`src/rtl/rtc_pkg.sv`:
```
package rtc_pkg;
  typedef enum logic [2:0] {
    RSEL_NONE,
    RSEL_ALARM,
    RSEL_COUNT,
    RSEL_TRIM,
    RSEL_STAT
  } rsel_e;

  localparam int ST_AL_FLAG = 0;
  localparam int ST_HZ_FLAG = 1;
  localparam int ST_AL_EN   = 2;
  localparam int ST_HZ_EN   = 3;
  localparam int ST_W       = 4;

  localparam int LAYOUT_A = 0;
  localparam int LAYOUT_B = 1;
endpackage

```
`src/rtl/rtc_addr_map.sv`:
```
module rtc_addr_map
  import rtc_pkg::*;
#(
  parameter int ADDR_W = 5,
  parameter int LAYOUT = LAYOUT_A
) (
  input  logic [ADDR_W-1:0] addr,
  output rsel_e             sel
);
  generate
    if (LAYOUT == LAYOUT_B) begin : g_layout_b
      always_comb begin
        case (addr)
          ADDR_W'(8'h00): sel = RSEL_COUNT;
          ADDR_W'(8'h04): sel = RSEL_ALARM;
          ADDR_W'(8'h08): sel = RSEL_STAT;
          ADDR_W'(8'h0C): sel = RSEL_TRIM;
          default:        sel = RSEL_NONE;
        endcase
      end
    end else begin : g_layout_a
      always_comb begin
        case (addr)
          ADDR_W'(8'h00): sel = RSEL_ALARM;
          ADDR_W'(8'h04): sel = RSEL_COUNT;
          ADDR_W'(8'h08): sel = RSEL_TRIM;
          ADDR_W'(8'h10): sel = RSEL_STAT;
          default:        sel = RSEL_NONE;
        endcase
      end
    end
  endgenerate
endmodule

```
`src/rtl/rtc_prescaler.sv`:
```
module rtc_prescaler #(
  parameter int DIV_W         = 16,
  parameter int TRIM_W        = 8,
  parameter int TRIM_INTERVAL = 1024,
  parameter int DEFAULT_DIV   = 32767
) (
  input  logic              clk,
  input  logic              rst_n,
  input  logic              restart,
  input  logic [DIV_W-1:0]  div_val,
  input  logic [TRIM_W-1:0] trim_val,
  output logic              tick
);
  localparam int CNT_W  = DIV_W + 2;
  localparam int SLOT_W = (TRIM_INTERVAL > 2) ? $clog2(TRIM_INTERVAL) : 1;
  localparam logic [SLOT_W-1:0] SLOT_LAST = SLOT_W'(TRIM_INTERVAL - 1);

  logic [CNT_W-1:0]        cnt_q, cnt_d;
  logic [SLOT_W-1:0]       slot_q, slot_d;
  logic [DIV_W-1:0]        div_eff;
  logic signed [CNT_W:0]   lim_s;
  logic [CNT_W-1:0]        lim;
  logic                    trim_slot;
  logic                    reached;

  // period limit: divider (zero means default) plus trim on the trim slot
  always_comb begin
    div_eff   = (div_val == '0) ? DIV_W'(DEFAULT_DIV) : div_val;
    trim_slot = (slot_q == SLOT_LAST);
    lim_s     = $signed({3'b000, div_eff});
    if (trim_slot) begin
      lim_s = lim_s + $signed({{(CNT_W + 1 - TRIM_W){trim_val[TRIM_W-1]}}, trim_val});
    end
    lim     = lim_s[CNT_W] ? '0 : lim_s[CNT_W-1:0];
    reached = (cnt_q >= lim);
    tick    = reached & ~restart;
  end

  always_comb begin
    cnt_d  = cnt_q;
    slot_d = slot_q;
    if (restart) begin
      cnt_d  = '0;
      slot_d = '0;
    end else if (reached) begin
      cnt_d  = '0;
      slot_d = trim_slot ? '0 : slot_q + 1'b1;
    end else begin
      cnt_d  = cnt_q + 1'b1;
    end
  end

  always_ff @(posedge clk or negedge rst_n) begin
    if (!rst_n) begin
      cnt_q  <= '0;
      slot_q <= '0;
    end else begin
      cnt_q  <= cnt_d;
      slot_q <= slot_d;
    end
  end
endmodule

```
`src/rtl/rtc_seconds.sv`:
```
module rtc_seconds #(
  parameter int DATA_W = 32
) (
  input  logic              clk,
  input  logic              rst_n,
  input  logic              tick,
  input  logic              cnt_wr,
  input  logic              alm_wr,
  input  logic [DATA_W-1:0] wdata,
  output logic [DATA_W-1:0] seconds,
  output logic [DATA_W-1:0] alarm,
  output logic              match
);
  logic [DATA_W-1:0] sec_q, sec_d, sec_inc;
  logic [DATA_W-1:0] alm_q, alm_d;
  logic              sec_en, alm_en;

  always_comb begin
    sec_inc = sec_q + 1'b1;
    sec_en  = cnt_wr | tick;
    sec_d   = cnt_wr ? wdata : sec_inc;
    alm_en  = alm_wr;
    alm_d   = wdata;
    match   = tick & ~cnt_wr & (sec_inc == alm_q);
  end

  always_ff @(posedge clk or negedge rst_n) begin
    if (!rst_n) begin
      sec_q <= '0;
      alm_q <= '0;
    end else begin
      if (sec_en) sec_q <= sec_d;
      if (alm_en) alm_q <= alm_d;
    end
  end

  assign seconds = sec_q;
  assign alarm   = alm_q;
endmodule

```
`src/rtl/rtc_status.sv`:
```
module rtc_status
  import rtc_pkg::*;
(
  input  logic            clk,
  input  logic            rst_n,
  input  logic            wr,
  input  logic [ST_W-1:0] wdata,
  input  logic            hz_set,
  input  logic            al_set,
  output logic            hz_en,
  output logic            al_en,
  output logic            hz_flag,
  output logic            al_flag
);
  logic hz_en_q, al_en_q, hz_flag_q, al_flag_q;
  logic hz_en_d, al_en_d, hz_flag_d, al_flag_d;

  always_comb begin
    hz_en_d   = wr ? wdata[ST_HZ_EN] : hz_en_q;
    al_en_d   = wr ? wdata[ST_AL_EN] : al_en_q;
    // clear by writing one; a same-cycle set wins
    hz_flag_d = (hz_flag_q & ~(wr & wdata[ST_HZ_FLAG])) | hz_set;
    al_flag_d = (al_flag_q & ~(wr & wdata[ST_AL_FLAG])) | al_set;
  end

  always_ff @(posedge clk or negedge rst_n) begin
    if (!rst_n) begin
      hz_en_q   <= 1'b0;
      al_en_q   <= 1'b0;
      hz_flag_q <= 1'b0;
      al_flag_q <= 1'b0;
    end else begin
      hz_en_q   <= hz_en_d;
      al_en_q   <= al_en_d;
      hz_flag_q <= hz_flag_d;
      al_flag_q <= al_flag_d;
    end
  end

  assign hz_en   = hz_en_q;
  assign al_en   = al_en_q;
  assign hz_flag = hz_flag_q;
  assign al_flag = al_flag_q;
endmodule

```
`src/rtl/rtc_core.sv`:
```
module rtc_core
  import rtc_pkg::*;
#(
  parameter int ADDR_W        = 5,
  parameter int DATA_W        = 32,
  parameter int DIV_W         = 16,
  parameter int TRIM_W        = 8,
  parameter int TRIM_INTERVAL = 1024,
  parameter int DEFAULT_DIV   = 32767,
  parameter int LAYOUT        = LAYOUT_A
) (
  input  logic              clk,
  input  logic              rst_n,
  input  logic              bus_sel,
  input  logic              bus_wr,
  input  logic [ADDR_W-1:0] bus_addr,
  input  logic [DATA_W-1:0] bus_wdata,
  output logic [DATA_W-1:0] bus_rdata,
  output logic              irq_tick,
  output logic              irq_alarm
);
  localparam int TT_W = DIV_W + TRIM_W;

  logic [1:0]        rst_sync_q;
  logic              rst_int_n;
  rsel_e             rsel;
  logic              wr_any, cnt_wr, alm_wr, tt_wr, st_wr;
  logic [TT_W-1:0]   tt_q, tt_d;
  logic              tick;
  logic [DATA_W-1:0] seconds, alarm;
  logic              al_match;
  logic              hz_en, al_en, hz_flag, al_flag;
  logic [ST_W-1:0]   st_wdata;

  // reset: asserted asynchronously, released on the clock
  always_ff @(posedge clk or negedge rst_n) begin
    if (!rst_n) rst_sync_q <= 2'b00;
    else        rst_sync_q <= {rst_sync_q[0], 1'b1};
  end
  assign rst_int_n = rst_sync_q[1];

  rtc_addr_map #(.ADDR_W(ADDR_W), .LAYOUT(LAYOUT)) u_map (
    .addr (bus_addr),
    .sel  (rsel)
  );

  always_comb begin
    wr_any   = bus_sel & bus_wr;
    cnt_wr   = wr_any & (rsel == RSEL_COUNT);
    alm_wr   = wr_any & (rsel == RSEL_ALARM);
    tt_wr    = wr_any & (rsel == RSEL_TRIM);
    st_wr    = wr_any & (rsel == RSEL_STAT);
    st_wdata = bus_wdata[ST_W-1:0];
    tt_d     = bus_wdata[TT_W-1:0];
  end

  always_ff @(posedge clk or negedge rst_int_n) begin
    if (!rst_int_n)  tt_q <= '0;
    else if (tt_wr)  tt_q <= tt_d;
  end

  rtc_prescaler #(
    .DIV_W(DIV_W), .TRIM_W(TRIM_W),
    .TRIM_INTERVAL(TRIM_INTERVAL), .DEFAULT_DIV(DEFAULT_DIV)
  ) u_pre (
    .clk      (clk),
    .rst_n    (rst_int_n),
    .restart  (tt_wr),
    .div_val  (tt_q[DIV_W-1:0]),
    .trim_val (tt_q[TT_W-1:DIV_W]),
    .tick     (tick)
  );

  rtc_seconds #(.DATA_W(DATA_W)) u_sec (
    .clk     (clk),
    .rst_n   (rst_int_n),
    .tick    (tick),
    .cnt_wr  (cnt_wr),
    .alm_wr  (alm_wr),
    .wdata   (bus_wdata),
    .seconds (seconds),
    .alarm   (alarm),
    .match   (al_match)
  );

  rtc_status u_st (
    .clk     (clk),
    .rst_n   (rst_int_n),
    .wr      (st_wr),
    .wdata   (st_wdata),
    .hz_set  (tick),
    .al_set  (al_match),
    .hz_en   (hz_en),
    .al_en   (al_en),
    .hz_flag (hz_flag),
    .al_flag (al_flag)
  );

  always_comb begin
    bus_rdata = '0;
    if (bus_sel && !bus_wr) begin
      case (rsel)
        RSEL_ALARM: bus_rdata = alarm;
        RSEL_COUNT: bus_rdata = seconds;
        RSEL_TRIM:  bus_rdata = {{(DATA_W-TT_W){1'b0}}, tt_q};
        RSEL_STAT:  bus_rdata = {{(DATA_W-ST_W){1'b0}}, hz_en, al_en, hz_flag, al_flag};
        default:    bus_rdata = '0;
      endcase
    end
  end

  assign irq_tick  = hz_flag & hz_en;
  assign irq_alarm = al_flag & al_en;
endmodule

```
`config.mk`:
```
export PLATFORM = sky130hd
export DESIGN_NAME = rtc_core
export DESIGN_NICKNAME = d
export VERILOG_FILES = /design/src/rtl/rtc_pkg.sv /design/src/rtl/rtc_addr_map.sv /design/src/rtl/rtc_prescaler.sv /design/src/rtl/rtc_seconds.sv /design/src/rtl/rtc_status.sv /design/src/rtl/rtc_core.sv
export SDC_FILE = /design/constraint.sdc
export NUM_CORES = 1
export LEC_CHECK = 0
export BUFFER_PORTS_ARGS = -buffer_cell sky130_fd_sc_hd__buf_2
export CORE_MARGIN = 5
export CORE_UTILIZATION = 50
export DETAILED_ROUTE_END_ITERATION = 10
export PLACE_DENSITY = 0.69
export SYNTH_ARGS = -nofsm -noshare
export SYNTH_HDL_FRONTEND = slang
export SYNTH_SLANG_ARGS = --single-unit
```
`constraint.sdc`:
```
create_clock -name clk -period 7.54 [get_ports clk]
set_clock_uncertainty 0.05 [all_clocks]
set_input_delay 0 -clock clk [delete_from_list [all_inputs] [get_ports clk]]
set_output_delay 0 -clock clk [all_outputs]
set_load 0.02 [all_outputs]
```
; Word-level counts from Yosys, hierarchy flattened
; Cells that the tools add are included.
; Widths: inputs -> output; s select.
[word_totals]
register_bits = 122
input_bits = 41
wordCells = 62
[classes]
add_sub_neg = 4
order_cmp = 1
eq_ne = 9
mux = 12
bitwise_logic = 21
reduce_logical = 5
[op_table]
columns = op, n
row1 = $pmux 32 s4, 1
row2 = $mux 32, 2
row3 = $mux 18, 3
row4 = $add 32x1->32 const B, 1
row5 = $eq 32x32->1, 1
row6 = $mux 10, 3
row7 = $mux 19, 1
row8 = $add 17x8->18, 1
row9 = $add 18x1->18 const B, 1
row10 = $ge 18x18->1, 1
row11 = $logic_not 16->1, 1
row12 = $mux 16, 1
row13 = $and 1x1->1, 14
row14 = $pmux 3 s4, 1
row15 = $add 10x1->10 const B, 1
row16 = $eq 10x10->1 const B, 1
row17 = $eq 3x2->1 const B, 2
row18 = $eq 5x3->1 const B, 1
row19 = $eq 5x4->1 const B, 1
row20 = $eq 5x5->1 const B, 1
row21 = $logic_not 5->1, 1
row22 = $not 1->1, 4
row23 = $eq 3x1->1 const B, 1
row24 = $eq 3x3->1 const B, 1
row25 = 4 further kinds, 6

; Depth between registers and ports, before layout
[logic_depth]
ltp_word = 10
mapped_depth = 25

; Cells and area by module
; Synthesis repeated with hierarchy kept, for this count alone.
[hier_totals]
hier_cells = 970
hier_area_um2 = 9135.0
[modules_own_cells]
columns = mod, n_inst, cells_each, area_each_um2
row1 = rtc_seconds, 1, 412, 3931.3
row2 = rtc_prescaler, 1, 372, 3181.8
row3 = rtc_core, 1, 171, 1836.8
row4 = rtc_status, 1, 10, 145.1
row5 = rtc_addr_map, 1, 5, 40.0

; Least setup slack after synthesis
; No wires, ideal clock.
[synth_path]
kind = flip-flop to flip-flop
start = register tt_q[10]
end = register u_sec.sec_q[15], in the netlist u_sec.seconds[15]
arrival_time_ns = 5.216
required_ns = 7.413
path_slack_ns = 2.196
path_stages_with_launch = 25
n_path_buf = 4
path_cell_list = dfrtp_1 > nor4_1 > nand4_1 > clkbuf_1 > nand2b_1 > ha_1 > a21oi_1 > nand4b_1 > nand3b_1 > a211oi_1 > o211ai_1 > a21o_1 > a21oi_1 > clkbuf_1 > a22oi_1 > ha_1 > nand4_1 > o41a_1 > a31oi_1 > o21a_1 > clkbuf_1 > clkbuf_1 > nand2_1 > xor2_1 > a21oi_1
[synth_between]
elab_chain_cells = 8
[synth_rtl]
columns = item, line_no
row1 = from (decl), rtc_core.sv:28  ; logic [TT_W-1:0] tt_q, tt_d;
row2 = from (signal assigned), rtc_core.sv:59  ; else if (tt_wr) tt_q <= tt_d;
row3 = $logic_not 16->1, rtc_prescaler.sv:28  ; div_eff = (div_val == '0) ? DIV_W'(DEFAULT_DIV) : div_val;
row4 = $mux 16 *, rtc_prescaler.sv:28
row5 = $add 17x8->18, rtc_prescaler.sv:32  ; lim_s = lim_s + $signed({{(CNT_W + 1 - TRIM_W){trim_val[TRIM_W-1]}}, trim_val});
row6 = $mux 19 *, rtc_prescaler.sv:31  ; if (trim_slot) begin
row7 = $mux 18 *, rtc_prescaler.sv:34  ; lim = lim_s[CNT_W] ? '0 : lim_s[CNT_W-1:0];
row8 = $ge 18x18->1 *, rtc_prescaler.sv:35  ; reached = (cnt_q >= lim);
row9 = $and 1x1->1 *, rtc_prescaler.sv:36  ; tick = reached & ~restart;
row10 = $or 1x1->1 *, rtc_seconds.sv:20  ; sec_en = cnt_wr | tick;
row11 = to (signal assigned), rtc_seconds.sv:29  ; sec_q <= '0;
row12 = to (signal assigned), rtc_seconds.sv:32  ; if (sec_en) sec_q <= sec_d;
row13 = to (decl), rtc_seconds.sv:14  ; logic [DATA_W-1:0] sec_q, sec_d, sec_inc;
; Mark *: on every way between the ends. The rest lies on a longest branch, timed or not.
; A chain may end at the register's enable or synchronous reset.

; Final worst setup path
[layout_path]
start = register tt_q[2]
end = register u_sec.sec_q[27], in the netlist u_sec.seconds[27]
; Same word-level chain as after synthesis.

==> results.sh <==
export IMPL_fin_nets=1135
export IMPL_total_inserted_antenna_cells=0
export IMPL_floorplan_die_area_um2=19600
export IMPL_share_of_final_layout_standard_cells_stronger_than_drive_strength_1=0.159
export IMPL_fp_coreArea_um2=16600
export IMPL_rsz0062_at_grt="no"
export IMPL_fillerInstances=1509
export IMPL_grt_pass1_wl_um=39000
export IMPL_gp_routability_congestion=0.931
export IMPL_vdd_ir_drop_worst_uv=182
export IMPL_syn_num_nets=1053
export IMPL_hold_viol=0
export IMPL_holdBufCountCts=34
export IMPL_synth_largest_area_cell="dfrtp_1"
export IMPL_clk_pin_slew_ns=0.05
export IMPL_overflow=0
export IMPL_drc=0
export IMPL_worst_setup_path_type="register to register"
export IMPL_final_critical_path_setup_slack_ns=0.956
export IMPL_synth_compound_area_share=0.149
export IMPL_hold_path_class="input pin to register"
export IMPL_postRouteWirelength_um=23700
export IMPL_setup_viol=0
export IMPL_syn_inst=974
export IMPL_avgViaCountPerCell=5.95
export IMPL_timing_critical_path_arrival_ns=6.84
export IMPL_tightest_slew_ns=1.17
export IMPL_number_of_i_o_pins=75
export IMPL_hold_start="bus_addr[3]"
export IMPL_critPathRequiredTime_ns=7.80
export IMPL_dominant_cells_by_area_after_synthesis="dfrtp_1, xnor2_1, nand2_1, ha_1, nor2_1"
export IMPL_syn_cell_area_um2=8430
export IMPL_finalMaxSlewViolations=0
export IMPL_postSynthRegisterBits=122
export IMPL_yosys_area_share_adder=0.0585
export IMPL_yosys_area_share_simple=0.240
export IMPL_run_status="finished, final reports clean"
export IMPL_cap_violations=0
export IMPL_worst_r2r_setup_slack_ns=0.96
export IMPL_drt_iter0_drc=712
export IMPL_synthXorXnorAreaFrac=0.107
export IMPL_detailedPlace_worstSlack_ns=0.985
export IMPL_post_synth_mux_area_share=0.0491
export IMPL_cts_sink_count=122
export IMPL_dominantRegCellSynth="dfrtp_1"
export IMPL_std_cell_rows=47
export IMPL_power_leakage_nw=4.37
export IMPL_antenna_found_initial=0
export IMPL_root_buffer="clkbuf_16"
export IMPL_hold_path_cell_count=6
export IMPL_max_slew_margin_rel=0.213
export IMPL_endpoint_kind="register"
export IMPL_cts_buffers_inserted=17
export IMPL_layout_min_cycle_time_ns=6.58
export IMPL_grt_max_degree=73
export IMPL_ctsHtreeMaxLevel=4
export IMPL_ctsResizeCount=0
export IMPL_dr_pass1_iters=6
export IMPL_setup_total_negative_slack_ns=0
export IMPL_max_freq_ghz=0.152
export IMPL_ys_seq_area_frac=0.362
export IMPL_synth_async_reset_ratio=1.00
export IMPL_io_buffers=74
export IMPL_grt_total_usage=0.246
export IMPL_worstSetupStartpoint="tt_q[2]$_DFFE_PN0P_"
export IMPL_cts_root_to_sink_buffers=2
export IMPL_p_per_area_nw_per_um2=253
export IMPL_chipHeight_um=140
export IMPL_synthMostInstantiatedCell="nand2_1"
export IMPL_ant_nets=0
export IMPL_rr_worst_depth=21
export IMPL_cts_setup_buffers=0
export IMPL_tritoncts="built"
export IMPL_post_synth_num_cell_types=66
export IMPL_yosysWarningCount=0
export IMPL_die_w_um=140
export IMPL_min_delay_worst_endpoint="u_st.hz_flag$_DFF_PN0_"
export IMPL_avgSynthCellArea_um2=8.66
export IMPL_dr_total_vias=7667
export IMPL_final_period_utilization=0.873
export IMPL_post_dp_hpwl_um=16700
export IMPL_critPathMaxFanout=17
export IMPL_r2r_end="u_sec.seconds[27]$_DFFE_PN0P_"
export IMPL_synth_top_area_share=0.362
export IMPL_initial_utilization=0.508
export IMPL_synthTopCellsByCount="nand2_1, dfrtp_1, nor2_1, xnor2_1, a21oi_1"
export IMPL_crit_path_launch_type="register"
export IMPL_synth_top_family_by_area="simple AND/OR/NAND/NOR gates"
export IMPL_post_drt_wl_per_cell_um=18.4
export IMPL_count_of_flip_flops_with_a_built_in_enable_after_synthesis=0
export IMPL_worst_r2r_startpoint="tt_q[2]$_DFFE_PN0P_"
export IMPL_grt_pass1_vias=7465
export IMPL_layout_stage_area_growth_over_the_synthesis_result_pct=17.2
export IMPL_worst_skew_pair_late_latency_ns=0.42
-- layout by cell type, fill, tap and decap left out, types with 17 or more instances in the layout --
master,count
dfrtp_1,121
mux2_2,35
buf_2,74
a222oi_1,20
xnor2_1,66
nand2_1,126
nor3_1,18
nand4_1,21
a22oi_1,31
o21ai_0,26
nand3_1,28
dlygate4sd3_1,34
clkbuf_16,17
a21oi_1,58
nor2_1,119
ha_1,37
nand2b_1,23
xor2_1,37
-- worst max-delay path by stage --
stage | end | slack (ns) | depth (start not counted)
2_1_floorplan | u_sec.seconds[15]$_DFFE_PN0P_ | 2.20 | 24
3_3_place_gp | u_sec.seconds[27]$_DFFE_PN0P_ | 1.15 | 21
3_5_place_dp | u_sec.seconds[27]$_DFFE_PN0P_ | 0.98 | 21
4_1_cts | u_sec.seconds[27]$_DFFE_PN0P_ | 0.96 | 21
5_1_grt | u_sec.seconds[27]$_DFFE_PN0P_ | 0.31 | 21
6_report | u_sec.seconds[27]$_DFFE_PN0P_ | 0.96 | 21
-- kinds of logic (layout without fill, tap and decap cells) --
group | count (synthesis) | count (layout)
XOR/XNOR | 103 | 103
AND/OR/NAND/NOR | 416 | 416
other | 1 | 1
buffers and inverters | 70 | 164
adder cells (fa/ha/maj) | 39 | 39
multiplexers | 37 | 37
flip-flops | 122 | 122
AO/OA/AOI/OAI | 186 | 186
-- report_power, final --
part,internal (mW),switching (mW),total [mW]
Sequential,0.771,0.202,0.973
Clock,0.512,0.293,0.805
Combinational,0.348,0.380,0.727
Total,1.63,0.875,2.51
-- routing by layer --
metal,vias up,track usage,part of all wire,wire [um]
met2,283,0.389,0.45,10800
met3,33,0.0443,0.068,1610
met5,-,0,0,0
li1,3651,-,-,-
met4,0,0.0699,0.022,531
met1,3700,0.347,0.46,10800
-- through the flow --
step	instance area, um^2	std cells	util	total power, mW	hold WS, ns
after global routing	9880	1288	0.596	2.66	0.277
after global placement	8960	1223	0.540	1.67	-0.265
after detailed placement	8960	1223	0.540	1.68	-0.261
final	9880	1288	0.596	2.51	0.225
after CTS	9880	1288	0.596	2.51	0.216
after floorplan	8430	974	-	1.50	-0.346
-- critical path: stages, from the launching register on --
cell	delay (ns)
dfrtp_1	0.44
nor4_1	0.46
nand4_1	0.58
nand2b_1	0.37
ha_1	0.28
a21oi_1	0.17
nand4b_1	0.15
nand3b_1	0.13
a211oi_1	0.32
o211ai_1	0.17
a21o_1	0.19
a21oi_1	0.37
buf_4	0.26
a22oi_1	0.09
ha_1	0.33
nand4_1	0.11
o41a_1	0.43
a31oi_1	0.31
o21a_1	0.68
nand2_1	0.15
xnor2_1	0.15
mux2_2	0.26
-- registers in the layout (all words and copies together), names as in the netlist --
| register | cells |
|---|---|
| rst_sync_q | 2 |
| u_sec.alarm | 32 |
| u_pre.cnt_q | 18 |
| tt_q | 24 |
| u_st.hz_flag | 1 |
| u_sec.seconds | 32 |
| u_st.al_en | 1 |
| u_st.hz_en | 1 |
| u_st.al_flag | 1 |
| u_pre.slot_q | 10 |
-- cell type report --
cell class | instances | area, um^2 | area share
multi-input combinational | 782 | 5110 | 0.517
sequential | 122 | 3060 | 0.309
timing repair buffer | 121 | 808 | 0.0818
clock buffer | 26 | 529 | 0.0535
tap | 220 | 275 | 0.0278
clock inverter | 5 | 57.6 | 0.00582
inverter | 12 | 45.0 | 0.00456
(Power assumes the default switching activity.)
